## config.mk

```make
export PLATFORM = sky130hd
export DESIGN_NAME = spi_host_frontend
export DESIGN_NICKNAME = d
export VERILOG_FILES = /design/src/rtl/spi_fe_pkg.sv /design/src/rtl/spi_fe_fifo.sv /design/src/rtl/spi_fe_event.sv /design/src/rtl/spi_fe_regs.sv /design/src/rtl/spi_host_frontend.sv
export SDC_FILE = /design/constraint.sdc
export NUM_CORES = 1
export LEC_CHECK = 0
export CELL_PAD_IN_SITES_DETAIL_PLACEMENT = 1
export CELL_PAD_IN_SITES_GLOBAL_PLACEMENT = 2
export CORE_MARGIN = 2
export CORE_UTILIZATION = 46
export DETAILED_ROUTE_END_ITERATION = 10
export PLACE_DENSITY_LB_ADDON = 0.1
export SETUP_SLACK_MARGIN = 0.3
export SLEW_MARGIN = 0
export SYNTH_ARGS = -nofsm -noshare
export SYNTH_HDL_FRONTEND = slang
export SYNTH_SLANG_ARGS = --single-unit
```

## constraint.sdc

```tcl
create_clock -name clk -period 4.3 [get_ports clk]
set_input_delay 1.29 -clock clk [delete_from_list [all_inputs] [get_ports clk]]
set_output_delay 1.29 -clock clk [all_outputs]
set_load 0.1 [all_outputs]
```

## src/rtl/spi_fe_pkg.sv

```systemverilog
// Package: shared register addresses and bit positions of the SPI front end.
// Assumes a word-addressed register window with three address bits.
package spi_fe_pkg;

    localparam int ADDR_W = 3;
    localparam int DATA_W = 32;
    localparam int CHAR_W = 8;
    localparam int THR_W  = 6;

    typedef enum logic [ADDR_W-1:0] {
        A_MODE   = 3'd0,
        A_EVENT  = 3'd1,
        A_MASK   = 3'd2,
        A_TXPORT = 3'd3,
        A_RXPORT = 3'd4
    } reg_sel_e;

    // Mode word fields
    localparam int MODE_EN_BIT   = 31;
    localparam int MODE_TXTHR_LO = 8;
    localparam int MODE_RXTHR_LO = 0;

    // Event word fields
    localparam int EV_TXEMPTY   = 15;
    localparam int EV_DONE      = 14;
    localparam int EV_RXABOVE   = 12;
    localparam int EV_TXBELOW   = 11;
    localparam int EV_RXNE      = 9;
    localparam int EV_TXNF      = 8;
    localparam int EV_RXCNT_LO  = 24;
    localparam int EV_RXCNT_W   = 6;

endpackage

```

## src/rtl/spi_fe_fifo.sv

```systemverilog
// Module: synchronous byte FIFO with flush.
// Does: stores up to DEPTH entries, drops pushes when full, ignores pops when
// empty, and presents the oldest entry (zero when empty) on head.
// Assumes: flush has priority over push and pop on the same edge.
module spi_fe_fifo #(
    parameter int DEPTH = 32,
    parameter int W     = 8,
    localparam int PTR_W = (DEPTH > 1) ? $clog2(DEPTH) : 1,
    localparam int CNT_W = $clog2(DEPTH + 1)
) (
    input  logic             clk,
    input  logic             rst_n,
    input  logic             flush,
    input  logic             push,
    input  logic [W-1:0]     wdata,
    input  logic             pop,
    output logic [W-1:0]     head,
    output logic [CNT_W-1:0] count,
    output logic             empty,
    output logic             full
);

    logic [W-1:0]     mem [DEPTH];
    logic [PTR_W-1:0] wr_ptr;
    logic [PTR_W-1:0] rd_ptr;
    logic             push_ok;
    logic             pop_ok;

    assign empty   = (count == '0);
    assign full    = (count == CNT_W'(DEPTH));
    assign push_ok = push && !full;
    assign pop_ok  = pop && !empty;
    assign head    = empty ? '0 : mem[rd_ptr];

    // Advance a pointer with wrap at DEPTH-1.
    function automatic logic [PTR_W-1:0] next_ptr(input logic [PTR_W-1:0] p);
        return (p == PTR_W'(DEPTH - 1)) ? '0 : p + 1'b1;
    endfunction

    // Storage write; data needs no reset since count gates its visibility.
    always_ff @(posedge clk) begin
        if (push_ok) begin
            mem[wr_ptr] <= wdata;
        end
    end

    // Pointer and occupancy tracking with flush priority.
    always_ff @(posedge clk) begin
        if (!rst_n || flush) begin
            wr_ptr <= '0;
            rd_ptr <= '0;
            count  <= '0;
        end else begin
            if (push_ok) begin
                wr_ptr <= next_ptr(wr_ptr);
            end
            if (pop_ok) begin
                rd_ptr <= next_ptr(rd_ptr);
            end
            case ({push_ok, pop_ok})
                2'b10:   count <= count + 1'b1;
                2'b01:   count <= count - 1'b1;
                default: count <= count;
            endcase
        end
    end

endmodule

```

## src/rtl/spi_fe_event.sv

```systemverilog
// Module: event word assembly and masked interrupt.
// Does: builds the live event word from FIFO counts, thresholds and the done
// flag, then ANDs it with the mask and reduces it to one interrupt line.
// Assumes: DEPTH is at most 63 so the receive count fits its 6-bit field.
module spi_fe_event
    import spi_fe_pkg::*;
#(
    parameter int DEPTH = 32,
    localparam int CNT_W = $clog2(DEPTH + 1)
) (
    input  logic [CNT_W-1:0]  tx_cnt,
    input  logic [CNT_W-1:0]  rx_cnt,
    input  logic [THR_W-1:0]  tx_thr,
    input  logic [THR_W-1:0]  rx_thr,
    input  logic              done_q,
    input  logic [DATA_W-1:0] mask_q,
    output logic [DATA_W-1:0] event_word,
    output logic              irq
);

    // Place each status flag and the receive count at its event position.
    always_comb begin
        event_word                               = '0;
        event_word[EV_RXCNT_LO +: EV_RXCNT_W]    = EV_RXCNT_W'(rx_cnt);
        event_word[EV_TXEMPTY]                   = (tx_cnt == '0);
        event_word[EV_DONE]                      = done_q;
        event_word[EV_RXABOVE]                   = (int'(rx_cnt) > int'(rx_thr));
        event_word[EV_TXBELOW]                   = (int'(tx_cnt) < int'(tx_thr));
        event_word[EV_RXNE]                      = (rx_cnt != '0);
        event_word[EV_TXNF]                      = (tx_cnt != CNT_W'(DEPTH));
    end

    // Interrupt is any enabled event bit.
    assign irq = |(event_word & mask_q);

endmodule

```

## src/rtl/spi_fe_regs.sv

```systemverilog
// Module: register window of the SPI front end.
// Does: holds the mode, mask and done state, decodes accesses into FIFO
// strobes, and drives the combinational read data.
// Assumes: one access per cycle; reads and writes are not issued together.
module spi_fe_regs
    import spi_fe_pkg::*;
(
    input  logic              clk,
    input  logic              rst_n,
    input  logic              reg_wr,
    input  logic              reg_rd,
    input  logic [ADDR_W-1:0] reg_addr,
    input  logic [DATA_W-1:0] reg_wdata,
    output logic [DATA_W-1:0] reg_rdata,
    input  logic              xfer_done,
    input  logic [DATA_W-1:0] event_word,
    input  logic [CHAR_W-1:0] rx_head,
    output logic              mode_en,
    output logic [THR_W-1:0]  tx_thr,
    output logic [THR_W-1:0]  rx_thr,
    output logic [DATA_W-1:0] mask_q,
    output logic              done_q,
    output logic              flush,
    output logic              tx_push,
    output logic              rx_pop
);

    logic wr_mode;
    logic wr_event;
    logic wr_mask;
    logic [DATA_W-1:0] mode_word;

    assign wr_mode  = reg_wr && (reg_addr == A_MODE);
    assign wr_event = reg_wr && (reg_addr == A_EVENT);
    assign wr_mask  = reg_wr && (reg_addr == A_MASK);

    // Flush on the disabling write itself and while the interface is off.
    assign flush   = (wr_mode && !reg_wdata[MODE_EN_BIT]) || !mode_en;
    assign tx_push = reg_wr && (reg_addr == A_TXPORT) && mode_en;
    assign rx_pop  = reg_rd && (reg_addr == A_RXPORT);

    // Mode and mask registers.
    always_ff @(posedge clk) begin
        if (!rst_n) begin
            mode_en <= 1'b0;
            tx_thr  <= '0;
            rx_thr  <= '0;
            mask_q  <= '0;
        end else begin
            if (wr_mode) begin
                mode_en <= reg_wdata[MODE_EN_BIT];
                tx_thr  <= reg_wdata[MODE_TXTHR_LO +: THR_W];
                rx_thr  <= reg_wdata[MODE_RXTHR_LO +: THR_W];
            end
            if (wr_mask) begin
                mask_q <= reg_wdata;
            end
        end
    end

    // Sticky done flag: set wins over write-one-to-clear.
    always_ff @(posedge clk) begin
        if (!rst_n) begin
            done_q <= 1'b0;
        end else if (xfer_done && mode_en) begin
            done_q <= 1'b1;
        end else if (wr_event && reg_wdata[EV_DONE]) begin
            done_q <= 1'b0;
        end
    end

    // Readable image of the mode word.
    always_comb begin
        mode_word                              = '0;
        mode_word[MODE_EN_BIT]                 = mode_en;
        mode_word[MODE_TXTHR_LO +: THR_W]      = tx_thr;
        mode_word[MODE_RXTHR_LO +: THR_W]      = rx_thr;
    end

    // Read data multiplexer, zero when no read is requested.
    always_comb begin
        reg_rdata = '0;
        if (reg_rd) begin
            case (reg_addr)
                A_MODE:   reg_rdata = mode_word;
                A_EVENT:  reg_rdata = event_word;
                A_MASK:   reg_rdata = mask_q;
                A_RXPORT: reg_rdata = {{(DATA_W-CHAR_W){1'b0}}, rx_head};
                default:  reg_rdata = '0;
            endcase
        end
    end

endmodule

```

## src/rtl/spi_host_frontend.sv

```systemverilog
// Module: top of the SPI host-side FIFO and event front end.
// Does: joins the register window, the transmit and receive FIFOs and the
// event logic, and exposes byte handshakes toward the shift engine.
// Assumes: the shift engine honours valid/ready and pulses xfer_done once.
module spi_host_frontend
    import spi_fe_pkg::*;
#(
    parameter int DEPTH = 32,
    localparam int CNT_W = $clog2(DEPTH + 1)
) (
    input  logic              clk,
    input  logic              rst_n,
    input  logic              reg_wr,
    input  logic              reg_rd,
    input  logic [ADDR_W-1:0] reg_addr,
    input  logic [DATA_W-1:0] reg_wdata,
    output logic [DATA_W-1:0] reg_rdata,
    output logic              tx_valid,
    input  logic              tx_ready,
    output logic [CHAR_W-1:0] tx_data,
    input  logic              rx_valid,
    output logic              rx_ready,
    input  logic [CHAR_W-1:0] rx_data,
    input  logic              xfer_done,
    output logic              irq
);

    logic              mode_en;
    logic [THR_W-1:0]  tx_thr;
    logic [THR_W-1:0]  rx_thr;
    logic [DATA_W-1:0] mask_q;
    logic              done_q;
    logic              flush;
    logic              tx_push;
    logic              rx_pop;
    logic [DATA_W-1:0] event_word;
    logic [CHAR_W-1:0] rx_head;
    logic [CNT_W-1:0]  tx_cnt;
    logic [CNT_W-1:0]  rx_cnt;
    logic              tx_empty;
    logic              tx_full;
    logic              rx_empty;
    logic              rx_full;

    assign tx_valid = !tx_empty;
    assign rx_ready = mode_en && !rx_full;

    spi_fe_regs u_regs (
        .clk        (clk),
        .rst_n      (rst_n),
        .reg_wr     (reg_wr),
        .reg_rd     (reg_rd),
        .reg_addr   (reg_addr),
        .reg_wdata  (reg_wdata),
        .reg_rdata  (reg_rdata),
        .xfer_done  (xfer_done),
        .event_word (event_word),
        .rx_head    (rx_head),
        .mode_en    (mode_en),
        .tx_thr     (tx_thr),
        .rx_thr     (rx_thr),
        .mask_q     (mask_q),
        .done_q     (done_q),
        .flush      (flush),
        .tx_push    (tx_push),
        .rx_pop     (rx_pop)
    );

    spi_fe_fifo #(.DEPTH(DEPTH), .W(CHAR_W)) u_txq (
        .clk   (clk),
        .rst_n (rst_n),
        .flush (flush),
        .push  (tx_push),
        .wdata (reg_wdata[CHAR_W-1:0]),
        .pop   (tx_valid && tx_ready),
        .head  (tx_data),
        .count (tx_cnt),
        .empty (tx_empty),
        .full  (tx_full)
    );

    spi_fe_fifo #(.DEPTH(DEPTH), .W(CHAR_W)) u_rxq (
        .clk   (clk),
        .rst_n (rst_n),
        .flush (flush),
        .push  (rx_valid && rx_ready),
        .wdata (rx_data),
        .pop   (rx_pop),
        .head  (rx_head),
        .count (rx_cnt),
        .empty (rx_empty),
        .full  (rx_full)
    );

    spi_fe_event #(.DEPTH(DEPTH)) u_event (
        .tx_cnt     (tx_cnt),
        .rx_cnt     (rx_cnt),
        .tx_thr     (tx_thr),
        .rx_thr     (rx_thr),
        .done_q     (done_q),
        .mask_q     (mask_q),
        .event_word (event_word),
        .irq        (irq)
    );

endmodule

```

* Yosys cells after proc, flatten, opt, wreduce, memory -nomap -nowiden
Memory sizes are Yosys's and may differ from the RTL's. A register that Yosys moved wholly into a read port is not among the register bits.
Cells that the tools add are included.
** Operators by class
- $add $sub $neg :: 8
- $lt $le $gt $ge :: 2
- Equal/unequal tests :: 15
- Muxes and demuxes :: 20
- Bitwise operators :: 1
- Reduce and logical (&&, ||, !) cells :: 33
** Operators by type and width (number)
- $pmux W32 S4 :: 1
- $mux W5 :: 8
- $and A30 B32 Y32 :: 1
- $mux W32 :: 1
- $reduce_or A32 Y1 :: 1
- $pmux W6 S2 :: 2
- $add A5 B1 Y5 const B :: 4
- $eq A5 B5 Y1 const B :: 4
- $logic_and A1 B1 Y1 :: 16
- $mux W8 :: 2
- $add A6 B1 Y6 const B :: 2
- $eq A6 B6 Y1 const B :: 2
- $logic_not A6 Y1 :: 2
- $sub A6 B1 Y6 const B :: 2
- $logic_not A1 Y1 :: 7
- $eq A3 B2 Y1 const B :: 2
- $gt A6 B6 Y1 :: 1
- $lt A6 B6 Y1 :: 1
- $mux W1 :: 6
- $ne A6 B6 Y1 const B :: 1
- $reduce_bool A2 Y1 :: 3
- $reduce_bool A6 Y1 :: 1
- $eq A2 B1 Y1 const B :: 2
- $eq A2 B2 Y1 const B :: 2
- 4 further kinds :: 5
** Storage, ports and cells
- Register bits :: 78
- Memory bits (writable) :: 512
- Output and inout bits :: 43
- Memories kept :: 2
** Memory list
- u_rxq.mem :: depth 32, width 8, read ports 1, clocked after memory_dff 1, wr ports 1, RTL line spi_fe_fifo.sv:23 : logic [W-1:0] mem [DEPTH];
- u_txq.mem :: depth 32, width 8, read ports 1, clocked after memory_dff 1, wr ports 1, RTL line spi_fe_fifo.sv:23

* Logic depth before layout (Yosys ltp)
Gate-level depths: netlist of run 1.
- Depth in word-level cells :: 7
- Mapped depth :: 16

* Modules after synthesis
Synthesis of run 1 repeated with hierarchy kept, for this count alone.
** Second synthesis, totals
- Cells, all modules :: 1569
- Area total of the unflattened synthesis :: 25629.6 sq um
** Modules (own cells, without submodules)
- spi_fe_fifo :: times used 2, cells an instance 573, area an instance 11217.0 sq um
- spi_fe_regs :: times used 1, cells an instance 334, area an instance 2572.5 sq um
- spi_fe_event :: times used 1, cells an instance 85, area an instance 598.1 sq um
- spi_host_frontend :: times used 1, cells an instance 4, area an instance 25.0 sq um

* Worst setup path after synthesis of run 1
No wires, ideal clock.
- Path kind :: input to output
- Start point :: input port reg_addr[1]
- End point :: output port reg_rdata[0]
- Arrival time :: 3.666 ns
- Path slack :: -0.656 ns
- Cell stages on the path :: 4
- Cells stage by stage :: buf_1 buf_1 mux2i_1 o22ai_1
** Between the ends
- Word-level cells in the longest chain between the ends :: 3
- Elaborated cells on any way between the ends :: 6
** RTL lines
- start, declared :: RTL line spi_host_frontend.sv:15 : input logic [ADDR_W-1:0] reg_addr,
- $eq A3 B3 Y1, or another cell as far along :: RTL line spi_fe_regs.sv:84 : case (reg_addr)
- $pmux W32 S4 * :: RTL line spi_fe_regs.sv:84
- $mux W32 * :: RTL line spi_fe_regs.sv:83 : if (reg_rd) begin
- end, declared :: RTL line spi_host_frontend.sv:17 : output logic [DATA_W-1:0] reg_rdata,
Every way passes the cells marked *; elsewhere a longest branch is shown, timed or not.

==> results.cfg, run 1 <==
[yosys]
ys_ff_latch = 600
syn_nets = 1546
synth_most_common_cell = edfxtp_1
synth_edf_count = 512
synthTopCellsByArea = edfxtp_1 62%, mux4_2 13%, dfxtp_1 7.2%
ys_top_cells_by_count = 512 x edfxtp_1, 137 x mux4_2, 129 x nand2_1
yosysTopAreaCell = edfxtp_1
yosys.cell_types.count = 58
syn_inst = 1465
avgSynthCellArea_um2 = 16.80
synth_ff_type = edfxtp_1
synth_top_area_share_pct = 62.46
synthArstFlopShare_pct = 0
yosys_warnings = 0
syn_area_um2 = 24620
yosysSeqAreaShare_pct = 69.61

[floorplanning]
core_area_um2 = 52760
initial_core_util_pct = 46.66
die_w_um = 235.3
ios = 93
die_area_um2 = 55380
die_y_um = 235.3
row_count = 84

[global_routing]
met3_usage_pct = 3.096
grtUsageMet1_pct = 30.39
overflow = 0
grt_usage_pct = 22.95
use_met2_pct = 39.09
grt_pass1_vias = 14770
grt_pass1_wl_mm = 94.79
grt_max_degree = 47
busiest_layer = met2
antenna_found_initial = 0

[hold_path]
min_to = u_regs.mask_q[17]
holdCritPathClass = flop to flop
min-delay-start = u_regs.mask_q[17]
min_delay_path_depth = 2

[timing]
slew_violations = 0
fin_crit_sh_pct = 98.76
fin_hold_ws_ns = 0.4691
fmax_mhz = 235.5
tns_ns = 0
hold_viol_final = 0
finalClockSkew_ns = 0.02422
finalSetupViolCount = 0
rsz0062_at_grt = true
worst_slack_ns = 0.05313
worstMarginPinSlew_ns = 1.292
relSlewSlack_pct = 13.58
final.min_clock_period_ns = 4.247

[route]
postRouteAntennaNets = 0
route.detailed.drc = 0
routed_wl_mm = 62.55
first_iter_violations = 947
firstDrtPassIters = 5
wl_per_cell_um = 25.39
vias = 13790
viasPerCell = 5.599

[placed_design]
dp_hpwl_mm = 41.33
post_dp_cell_area_um2 = 27770
numPortBuffers = 92
dp_cells = 2303
place_ws_ns = 0.1355
gp_congestion = 0.8098

[clock_tree]
clockBufferDepth = 3
cts-htree-levels = 2
root_buffer = clkbuf_16
path_clk_slew_ns = 0.06
cts_hold_buffers = 0
cts_buffers = 61
cts_tree = yes
clock_latency_ns = 0.62
cts_num_sinks = 600

[flow_run]
maxCapViolCount = 0

[critical_path]
reg2reg_to = u_rxq.count[4]
end_kind = output port
reg2reg_slack_ns = 0.80
cp_max_fo = 6
crit_arrival_ns = 2.96
reg2reg_depth = 16
crit_path_start_kind = flop
crit-reg2reg-launch = u_rxq.count[3]
cp.required_ns = 3.01
worstSetupPathType = flop to output port

[final_layout]
fin_cells = 2463
diodes = 0
area_growth_pct = 24.46
drive_gt1_share_pct = 31.21
fin_area_um2 = 30640
final_util_pct = 58.07
nets = 1806
fillers = 4771

[power_and_ir_drop]
ir_worst_vdd_v = 0.0003824
power_density_nw_per_um2 = 387.2
power_mw = 11.86
p_leak_nw = 9.904

[status]
outcome = completed
[state kept, by name, indices dropped and copies added (netlist names), 6 cells and up, named ones only]
signal and cells:
u_regs.rx_thr 6, u_regs.tx_thr 6, u_txq.mem 256, u_regs.mask_q 32
u_txq.count 6, u_rxq.mem 256, u_rxq.count 6
[timing repair]
item,4_1_cts,5_1_grt
endpoints found under the hold margin,0,0
setup buffers,32,8
cloned,6,1
resized for setup,69,22
endpoints found under the setup margin,40,32
pin swaps,14,11
[worst max-delay path by stage]
stage | slack, ns | end | from | cells after the start
floorplan | 0.31 | reg_rdata[3] | reg_addr[0] | 4
global placement | 0.14 | reg_rdata[15] | reg_addr[1] | 7
detailed placement | 0.14 | reg_rdata[15] | reg_addr[1] | 7
CTS | 0.02 | tx_data[1] | flop | 7
global route | 0.008 | tx_data[1] | flop | 7
finish | 0.05 | tx_data[1] | flop | 7
[power breakdown]
part,leakage [nW],total (mW),switching [mW],internal (mW)
Combinational,3.63,0.262,0.169,0.0928
Sequential,5.31,6.32,0.00892,6.31
Clock,0.963,5.28,2.25,3.03
[worst max-delay path: stages, from the launching register on]
cell and delay [ns]:
dfxtp_4 0.46, buf_12 0.15, buf_12 0.10, buf_16 0.12
mux4_2 0.53, mux4_2 0.56, a22o_1 0.25, buf_12 0.17
[kinds of logic after synthesis]
group / count (synthesis) / synth area share (%)
AOI/OAI and AO/OA: 174 / 4.615
xor gates and xnor gates: 12 / 0.4270
adders and majority gates: 31 / 1.576
buffers and inverters: 109 / 2.120
DFF: 600 / 69.61
muxes: 183 / 15.03
and+or+nand+nor: 356 / 6.618
[routing by layer]
| metal | vias up | share of wire (%) |
|---|---|---|
| li1 | 6240 | - |
| met1 | 7198 | 42 |
| met2 | 248 | 51 |
| met3 | 104 | 3.4 |
| met4 | 0 | 3.5 |
| met5 | - | 0 |
[area by class of cell]
cell class	count	area, µm²	area share, %
flip-flops and latches	600	17160	56.00
multi-input cells	756	7398	24.15
repair buffers	281	3123	10.19
inverters	25	96.34	0.3145
well taps	688	860.8	2.810
clock inverters	45	399.1	1.303
clock buffers	68	1604	5.235
[cells in the final DEF, fill, tap and decap left out, types with 12 or more instances in the layout]
cell type          n
nand2_1          127
inv_1             23
clkinv_2          13
clkinv_1          14
o21ai_0           20
buf_12            55
mux4_2           139
buf_4            151
nor2b_1           16
nand3b_1          12
edfxtp_1         512
mux2i_1           24
a21boi_0          45
nor2_1           103
buf_6             17
clkbuf_16         63
a21oi_1           42
dfxtp_1           82
nor2_4            17
a22oi_1           14
ha_1              31
clkdlybuf4s50_1   45
(Power assumes the default switching activity.)
==> run 2, diff against run 1 <==
--- a/config.mk
+++ b/config.mk
@@ -12,7 +12,6 @@
 export DETAILED_ROUTE_END_ITERATION = 10
 export PLACE_DENSITY_LB_ADDON = 0.1
 export SETUP_SLACK_MARGIN = 0.3
-export SLEW_MARGIN = 0
 export SYNTH_ARGS = -nofsm -noshare
 export SYNTH_HDL_FRONTEND = slang
 export SYNTH_SLANG_ARGS = --single-unit
==> results of run 2 <==
Final layout, timing and power as in run 1 (identical DEF).
==> run 3, diff against run 2 <==
--- a/config.mk
+++ b/config.mk
@@ -5,13 +5,14 @@
 export SDC_FILE = /design/constraint.sdc
 export NUM_CORES = 1
 export LEC_CHECK = 0
+export ABC_CLOCK_PERIOD_IN_PS = 4300
 export CELL_PAD_IN_SITES_DETAIL_PLACEMENT = 1
 export CELL_PAD_IN_SITES_GLOBAL_PLACEMENT = 2
 export CORE_MARGIN = 2
 export CORE_UTILIZATION = 46
+export CTS_CLUSTER_DIAMETER = 60
 export DETAILED_ROUTE_END_ITERATION = 10
 export PLACE_DENSITY_LB_ADDON = 0.1
-export SETUP_SLACK_MARGIN = 0.3
 export SYNTH_ARGS = -nofsm -noshare
 export SYNTH_HDL_FRONTEND = slang
 export SYNTH_SLANG_ARGS = --single-unit
==> results.cfg, run 3 (synthesis gave the netlist of run 1 again) <==
[clock_tree]
path_clk_slew_ns = 0.06
cts_num_sinks = 600
clockBufferDepth = 3
cts-htree-levels = 2
root_buffer = clkbuf_16
cts_buffers = 61
clock_latency_ns = 0.63
cts_tree = yes

[final_layout]
diodes = 0
area_growth_pct = 22.04
fin_cells = 2432
layout_common_cells = 512 x edfxtp_1, 141 x buf_4, 137 x mux4_2
drive_gt1_share_pct = 27.75
largest_registers = u_rxq.mem x256, u_txq.mem x256, u_regs.mask_q x32
fin_area_um2 = 30040
nets = 1775
final_util_pct = 56.94
layout_commonest_cell = edfxtp_1

[route]
wl_per_cell_um = 25.15
routed_wl_mm = 61.15
route.detailed.drc = 0
postRouteAntennaNets = 0
firstDrtPassIters = 5
vias = 13670
viasPerCell = 5.620
first_iter_violations = 951

[critical_path]
cp.required_ns = 3.01
cp_max_fo = 8
crit_arrival_ns = 2.94
worstSetupPathType = flop to output port
crit_path_start_kind = flop
end_kind = output port

[floorplanning]
die_w_um = 235.3
ios = 93
die_y_um = 235.3
core_area_um2 = 52760
row_count = 84
die_area_um2 = 55380
initial_core_util_pct = 46.66

[status]
outcome = completed

[global_routing]
grt_usage_pct = 22.59
grt_pass1_vias = 14640
grt_max_degree = 65
overflow = 0
antenna_found_initial = 0
grt_pass1_wl_mm = 93.72

[flow_run]
maxCapViolCount = 0

[timing]
finalClockSkew_ns = 0.02553
final.min_clock_period_ns = 4.226
fin_crit_sh_pct = 98.29
finalSetupViolCount = 0
rsz0062_at_grt = true
worst_slack_ns = 0.07370
slew_violations = 0
fmax_mhz = 236.6
worstMarginPinSlew_ns = 1.272
tns_ns = 0
relSlewSlack_pct = 14.94
hold_viol_final = 0

[placed_design]
dp_cells = 2304
gp_congestion = 0.7534
post_dp_cell_area_um2 = 27650
numPortBuffers = 92
place_ws_ns = 0.007065
dp_hpwl_mm = 40.02

[hold_path]
holdCritPathClass = flop to flop

[power_and_ir_drop]
power_density_nw_per_um2 = 393.7
ir_worst_vdd_v = 0.0003403
p_leak_nw = 9.616
## run 3: changes by cell type in the layout (fill, tap and decap cells not counted), sizes merged
cell,change
clkdlybuf4s50,+4
clkinvlp,-9
bufinv,+1
clkbuf,+12
dlygate4sd2,-3
buf,-30
clkinv,-8
inv,+2
## run 3: routing by layer
metal | track usage (%) | routed length, µm
met1 | 30.15 | 26590
met2 | 38.14 | 30320
met3 | 4.057 | 2504
met4 | 6.678 | 1733
met5 | 0 | 0
## run 3: power breakdown
part           leakage [nW]  total, mW  switching (mW)  internal, mW
sequential             5.31       6.32         0.00825          6.31
combinational          3.34      0.255           0.165        0.0903
clock                 0.963       5.25            2.18          3.07
## run 3: final cells by class
type                    count  area [µm²]
clock inverters            31       327.8
multi-input cells         756        7243
repair buffers            250        2730
fillers                  4763       22720
inverters                  25       96.34
well taps                 688       860.8
clock buffers              82        1635
flip-flops and latches    600       17150
## run 3: final timing paths
check	start	end	slack, ns	depth (start not counted)
setup reg to reg	u_txq.count[1]	u_txq.count[4]	1.01	14
hold / removal	u_regs.rx_thr[4]	u_regs.rx_thr[4]	0.47	2
hold reg to reg	u_regs.rx_thr[4]	u_regs.rx_thr[4]	0.47	2
setup / recovery	flop	reg_rdata[2]	0.07	9
## run 3: critical path, stage by stage (launching register included)
cell	delay, ns
dfxtp_4	0.50
buf_12	0.18
mux4_2	0.51
mux2_4	0.30
o21ai_2	0.13
o21ai_1	0.08
buf_4	0.18
a22oi_2	0.16
nor2_2	0.09
buf_12	0.17
## run 3: metrics by stage
stage	hold slack, ns	total power [mW]
detailed placement	0.4623	6.701
floorplan	0.4388	6.515
global route	0.5022	12.17
finish	0.4667	11.83
CTS	0.4686	11.95
global placement	0.4543	6.690
## run 3: timing repair
item | 4_1_cts | 5_1_grt
cloned | 3 | 0
gates resized for setup | 32 | 26
endpoints found under the setup margin | 18 | 17
hold buffers | 0 | 0
setup buffers | 11 | 3
pin swaps | 3 | 7
